--- src/rtl/pt_walker.sv ---
module pt_walker (
  input  logic        clk,
  input  logic        rst_n,
  input  logic        req_valid,
  input  logic [31:0] req_vaddr,
  input  logic [31:0] req_base,
  output logic        idle,
  output logic        mem_req,
  output logic [31:0] mem_addr,
  input  logic        mem_ack,
  input  logic [31:0] mem_rdata,
  output logic        done,
  output logic [31:0] res_addr,
  output logic [1:0]  res_size,
  output logic        res_fault,
  output logic        res_fault_lvl
);

  typedef enum logic [1:0] {S_IDLE, S_LVL1, S_LVL2} state_t;

  state_t      st;
  logic [31:0] va_q;
  logic [17:0] base_q;
  logic [21:0] tbl2_q;

  logic unused_bits;
  assign unused_bits = ^{req_base[13:0], mem_rdata[9:2]};

  assign idle     = (st == S_IDLE);
  assign mem_req  = (st != S_IDLE);
  assign mem_addr = (st == S_LVL2) ? {tbl2_q, va_q[19:12], 2'b00}
                                   : {base_q, va_q[31:20], 2'b00};

  always_ff @(posedge clk) begin
    if (!rst_n) begin
      st            <= S_IDLE;
      va_q          <= '0;
      base_q        <= '0;
      tbl2_q        <= '0;
      done          <= 1'b0;
      res_addr      <= '0;
      res_size      <= 2'b00;
      res_fault     <= 1'b0;
      res_fault_lvl <= 1'b0;
    end else begin
      done <= 1'b0;
      case (st)
        S_IDLE: if (req_valid) begin
          va_q   <= req_vaddr;
          base_q <= req_base[31:14];
          st     <= S_LVL1;
        end
        S_LVL1: if (mem_ack) begin
          case (mem_rdata[1:0])
            2'b10: begin
              res_addr      <= {mem_rdata[31:20], va_q[19:0]};
              res_size      <= 2'b10;
              res_fault     <= 1'b0;
              res_fault_lvl <= 1'b0;
              done          <= 1'b1;
              st            <= S_IDLE;
            end
            2'b01: begin
              tbl2_q <= mem_rdata[31:10];
              st     <= S_LVL2;
            end
            default: begin
              res_addr      <= va_q;
              res_size      <= 2'b00;
              res_fault     <= 1'b1;
              res_fault_lvl <= 1'b0;
              done          <= 1'b1;
              st            <= S_IDLE;
            end
          endcase
        end
        S_LVL2: if (mem_ack) begin
          done          <= 1'b1;
          st            <= S_IDLE;
          res_fault_lvl <= 1'b1;
          if (mem_rdata[1]) begin
            res_addr  <= {mem_rdata[31:12], va_q[11:0]};
            res_size  <= 2'b00;
            res_fault <= 1'b0;
          end else if (mem_rdata[0]) begin
            res_addr  <= {mem_rdata[31:16], va_q[15:0]};
            res_size  <= 2'b01;
            res_fault <= 1'b0;
          end else begin
            res_addr  <= va_q;
            res_size  <= 2'b00;
            res_fault <= 1'b1;
          end
        end
        default: st <= S_IDLE;
      endcase
    end
  end

  assert_req_hold_R10: assert property (@(posedge clk) disable iff (!rst_n)
    mem_req && !mem_ack |=> mem_req && $stable(mem_addr));

  assert_done_pulse_R10: assert property (@(posedge clk) disable iff (!rst_n)
    done |=> !done);

  assert_busy_no_take_R9: assert property (@(posedge clk) disable iff (!rst_n)
    mem_req |=> $stable(va_q) || !mem_req);

  assert_fault_addr_R4: assert property (@(posedge clk) disable iff (!rst_n)
    done && res_fault |-> res_addr == va_q);

  assert_section_off_R3: assert property (@(posedge clk) disable iff (!rst_n)
    done && !res_fault && res_size == 2'b10 |-> res_addr[19:0] == va_q[19:0]);

  assert_size_code_R6: assert property (@(posedge clk) disable iff (!rst_n)
    done && !res_fault |-> res_size != 2'b11);

  assert_done_idle_R10: assert property (@(posedge clk) disable iff (!rst_n)
    done |-> idle);

endmodule

--- config.mk ---
export PLATFORM = sky130hd
export DESIGN_NAME = pt_walker
export DESIGN_NICKNAME = d
export VERILOG_FILES = /design/src/rtl/pt_walker.sv
export SDC_FILE = /design/constraint.sdc
export NUM_CORES = 1
export LEC_CHECK = 0
export ABC_CLOCK_PERIOD_IN_PS = 3620
export BUFFER_PORTS_ARGS = -buffer_cell sky130_fd_sc_hd__buf_2
export CORE_MARGIN = 8
export CORE_UTILIZATION = 45
export DETAILED_ROUTE_END_ITERATION = 6
export GPL_TIMING_DRIVEN = 0
export PLACE_DENSITY = 0.73
export SYNTH_ARGS = -nofsm -noshare
export SYNTH_HDL_FRONTEND = slang
export SYNTH_SLANG_ARGS = --single-unit
--- constraint.sdc ---
create_clock -name clk -period 3.62 [get_ports clk]
set_clock_uncertainty 0.15 [all_clocks]
set_input_delay 0 -clock clk [delete_from_list [all_inputs] [get_ports clk]]
set_output_delay 0 -clock clk [all_outputs]
set_load 0.01 [all_outputs]
==> impl_metrics.csv <==
group,metric,value,unit
floorplan,num_rows,38,
layout,final_layout_size_suffix_gt1_share,28.2,%
timing,final.setup.tns,0,ns
drt,wl_per_cell,16.8,um
place,gpl.final_weighted_congestion,0.837,
synthesis,ys.flop_type,"sky130_fd_sc_hd__dfxtp_1",
grt,grt_pass1_wl,24900,um
grt,grt_antenna_before_repair,0,
synthesis,synth_top_family_by_area,"compound AO/OA/AOI/OAI gates",
drt,viasPerCell,5.02,
drt,finalWirelength,15600,um
place,preCtsSetupSlack,1.56,ns
timing,finalHoldViolCount,0,
cts,clock_insertion_delay_worst_skew,0.36,ns
drt,remaining_drc_errors,0,
pwr,p_sw_share,30.7,%
grt,grt.overflow.total,0,
setup_path,startpoint_type,"flop",
cts,cts_max_path_buffers,2,
synthesis,synth_fa_ha_area_share,1.29,%
timing,post-route-min-period,2.69,ns
floorplan,core-area,10700,um2
grt,vias_in_the_first_global_route,4926,
synthesis,synthesis.instances,528,
cts,tritoncts,"done",
floorplan,dieArea,14300,um2
pwr,power.switching,0.893,mW
pwr,design_power_total,2.90,mW
setup_path,critPathTopFamily,"buffers and inverters",
setup_path,cp-end-kind,"flop",
pwr,powerDensity,421,nW/um2
timing,grt_setup_unrepaired,"no",
pwr,leakagePower,3.12,nW
pwr,power_report.internal_total,2.01,mW
layout,layoutNonFillerInstCount,925,
cts,cts-resized-gates,0,
setup_path,required,3.78,ns
job,cap_viol_max_count,0,
setup_path,signal_arrival_time_at_the_worst_endpoint,2.85,ns
synthesis,fraction_of_synthesized_area_in_multiplexers,14.1,%
timing,tightest_slew,0.667,ns
cts,post_cts_hold_buffer_count,96,
setup_path,crit_path_top_delay_cell,"sky130_fd_sc_hd__dlygate4sd3_1",
synthesis,synth.avg_cell_area,9.18,um2
synthesis,yosys_register_bits,111,
synthesis,yosys.area_share.simple,16.3,%
synthesis,netlist.area_leader.share,45.9,%
cts,clkSlewWorstSetupHoldPaths,0.11,ns
outcome,result_of_the_run,"completed",
hold_path,worst_hold_path_type,"in2reg",
layout,finish.net_count,885,
synthesis,yosysWarningCount,0,
pwr,combinationalPowerShare,25.8,%
drt,ant_nets,0,
pwr,power.sequential.fraction,48.1,%
setup_path,cp_num_buf_inv,4,
pwr,ir_drop,0.000228,V
synthesis,synth_cell_types,32,
drt,detailedRoute.firstPassIterationCount,5,
setup_path,critical_path.max_stage_delay,0.61,ns
grt,grt_start_max_net_pins,19,
timing,layout_worst_path_cycle_share,74.4,%
synthesis,ys_top_cells_by_count,"sky130_fd_sc_hd__nand2_1 (152), sky130_fd_sc_hd__dfxtp_1 (111), sky130_fd_sc_hd__a21boi_0 (52)",
synthesis,synthArstFlopShare,0,%
place,cells_after_dpl,813,
grt,grt_util_all_layers,21.5,%
timing,max_freq,0.371,GHz
timing,setup_viol_count_final,0,
layout,fillers,908,
pwr,power.share.clock,26.1,%
setup_path,most_frequent_cell_on_the_critical_path,"sky130_fd_sc_hd__clkbuf_1",
timing,slew_viol_final,0,
synthesis,number_of_enable_type_register_cells_in_the_synthesized_netlist,0,
cts,htree_num_levels,3,
timing,timing.max_slew.rel_slack,55.6,%
setup_path,critical_path.cell_chain,"inv_1 -> ha_1 -> and2_1 -> clkbuf_1 -> clkbuf_1 -> nand2_1 -> a21boi_0 -> dlygate4sd3_1",
layout,num_antenna_cells,0,
floorplan,floorplan.initialDensity,45.5,%
synthesis,post-synth-top-count-cell,"sky130_fd_sc_hd__nand2_1",
setup_path,critical_path_class,"reg2reg",
synthesis,synth_area_leaders,"sky130_fd_sc_hd__dfxtp_1 (46%), sky130_fd_sc_hd__nand2_1 (12%), sky130_fd_sc_hd__a21boi_0 (8.1%)",
place,portBuffers,144,
cts,cts_setup_buffers,0,
layout,area.growth.synth_to_final,42.5,%
synthesis,synth_compound_area_share,17.2,%
floorplan,fp.dieW,120,um
floorplan,die_height,120,um
timing,final_critical_path_setup_slack,0.927,ns
drt,route.vias.total,4648,
place,hpwlAfterDp,10900,um
layout,postLayoutCoreUtil,64.8,%
cts,cts.sinks,111,
synthesis,synth_xor_xnor_area_share,0,%
drt,drt-initial-drc-count,271,
synthesis,synth_sequential_area_ratio,45.9,%
synthesis,post_synthesis_instance_area,4850,um2
cts,clock_tree.root_cell,"sky130_fd_sc_hd__clkbuf_8",
setup_path,critPathMaxFanout,10,
floorplan,ioPinCount,171,
cts,cts_made_buffers,9,
synthesis,post-synth-top-area-cell,"sky130_fd_sc_hd__dfxtp_1",
## per-layer routing
metal	routed length (um)	track usage (%)	up-vias
li1	-	-	2269
met1	6530	25.4	2180
met2	7670	37.0	172
met3	1080	5.50	27
met4	296	7.65	0
met5	0	0	-
## logic make-up after synthesis
family                   count (synthesis)
AO/OA/AOI/OAI                          114
adder cells (fa/ha/maj)                  5
buffers and inverters                   45
flip-flops                             111
multiplexers                            64
other                                    1
AND/OR/NAND/NOR                        188
## power groups by stage
stage	registers, mW	clock network, mW	logic [mW]
after floorplan	1.44	0	0.403
after global placement	1.42	0	0.656
after detailed placement	1.42	0	0.672
after CTS	1.40	0.774	0.747
after global routing	1.41	0.814	0.817
final	1.40	0.757	0.750
## sequential cells by signal (all words and copies together), names as in the netlist
register	count
done	1
st	2
res_fault_lvl	1
base_q	18
res_addr	32
tbl2_q	22
res_fault	1
res_size	2
va_q	32
## path summary, 6_finish.rpt
path | startpoint | end | slack [ns] | depth (start not counted)
setup / recovery | st[1] | base_q[17] | 0.93 | 8
hold / removal | rst_n | done | 0.09 | 2
setup reg to reg | st[1] | base_q[17] | 0.93 | 8
hold reg to reg | va_q[3] | va_q[3] | 0.32 | 2
## cell usage in the layout (no fill, tap or decap), types with 2 or more instances in the layout
| cell | synthesis | routed |
|---|---|---|
| sky130_fd_sc_hd__clkbuf_1 | 21 | 22 |
| sky130_fd_sc_hd__buf_8 | 3 | 3 |
| sky130_fd_sc_hd__o21ai_1 | 17 | 17 |
| sky130_fd_sc_hd__buf_4 | 7 | 7 |
| sky130_fd_sc_hd__nor3b_1 | 2 | 2 |
| sky130_fd_sc_hd__nand3_1 | 9 | 9 |
| sky130_fd_sc_hd__nand2_1 | 152 | 152 |
| sky130_fd_sc_hd__clkinv_4 | 0 | 3 |
| sky130_fd_sc_hd__and2_1 | 2 | 2 |
| sky130_fd_sc_hd__mux2i_1 | 33 | 33 |
| sky130_fd_sc_hd__a21oi_1 | 7 | 7 |
| sky130_fd_sc_hd__ha_1 | 5 | 5 |
| sky130_fd_sc_hd__a21oi_2 | 10 | 10 |
| sky130_fd_sc_hd__buf_6 | 2 | 2 |
| sky130_fd_sc_hd__a21boi_0 | 52 | 52 |
| sky130_fd_sc_hd__clkbuf_8 | 0 | 9 |
| sky130_fd_sc_hd__dfxtp_1 | 111 | 111 |
| sky130_fd_sc_hd__dlygate4sd3_1 | 0 | 96 |
| sky130_fd_sc_hd__mux2_2 | 30 | 30 |
| sky130_fd_sc_hd__nor2b_1 | 18 | 18 |
| sky130_fd_sc_hd__conb_1 | 1 | 2 |
| sky130_fd_sc_hd__buf_2 | 7 | 151 |
| sky130_fd_sc_hd__o211a_1 | 4 | 4 |
| sky130_fd_sc_hd__a21boi_1 | 21 | 21 |
| sky130_fd_sc_hd__inv_1 | 4 | 4 |
## through the flow
step | hold slack (ns) | area (um2)
floorplan | -0.0152 | 4850
global placement | 0.101 | 5750
CTS | 0.0536 | 6900
detailed placement | 0.108 | 5750
global route | 0.0686 | 6900
finish | 0.0876 | 6900
## cell type report
type	instances	area (um2)	area share [%]
plain buffers	41	238	3.44
clock buffers	10	128	1.85
clock inverters	6	70.1	1.01
inverters	4	15.0	0.217
multi-input cells	373	2370	34.4
flip-flops and latches	111	2220	32.2
well taps	140	175	2.54
repair buffers	240	1680	24.4
No activity file was read; power rests on OpenSTA's default activity.
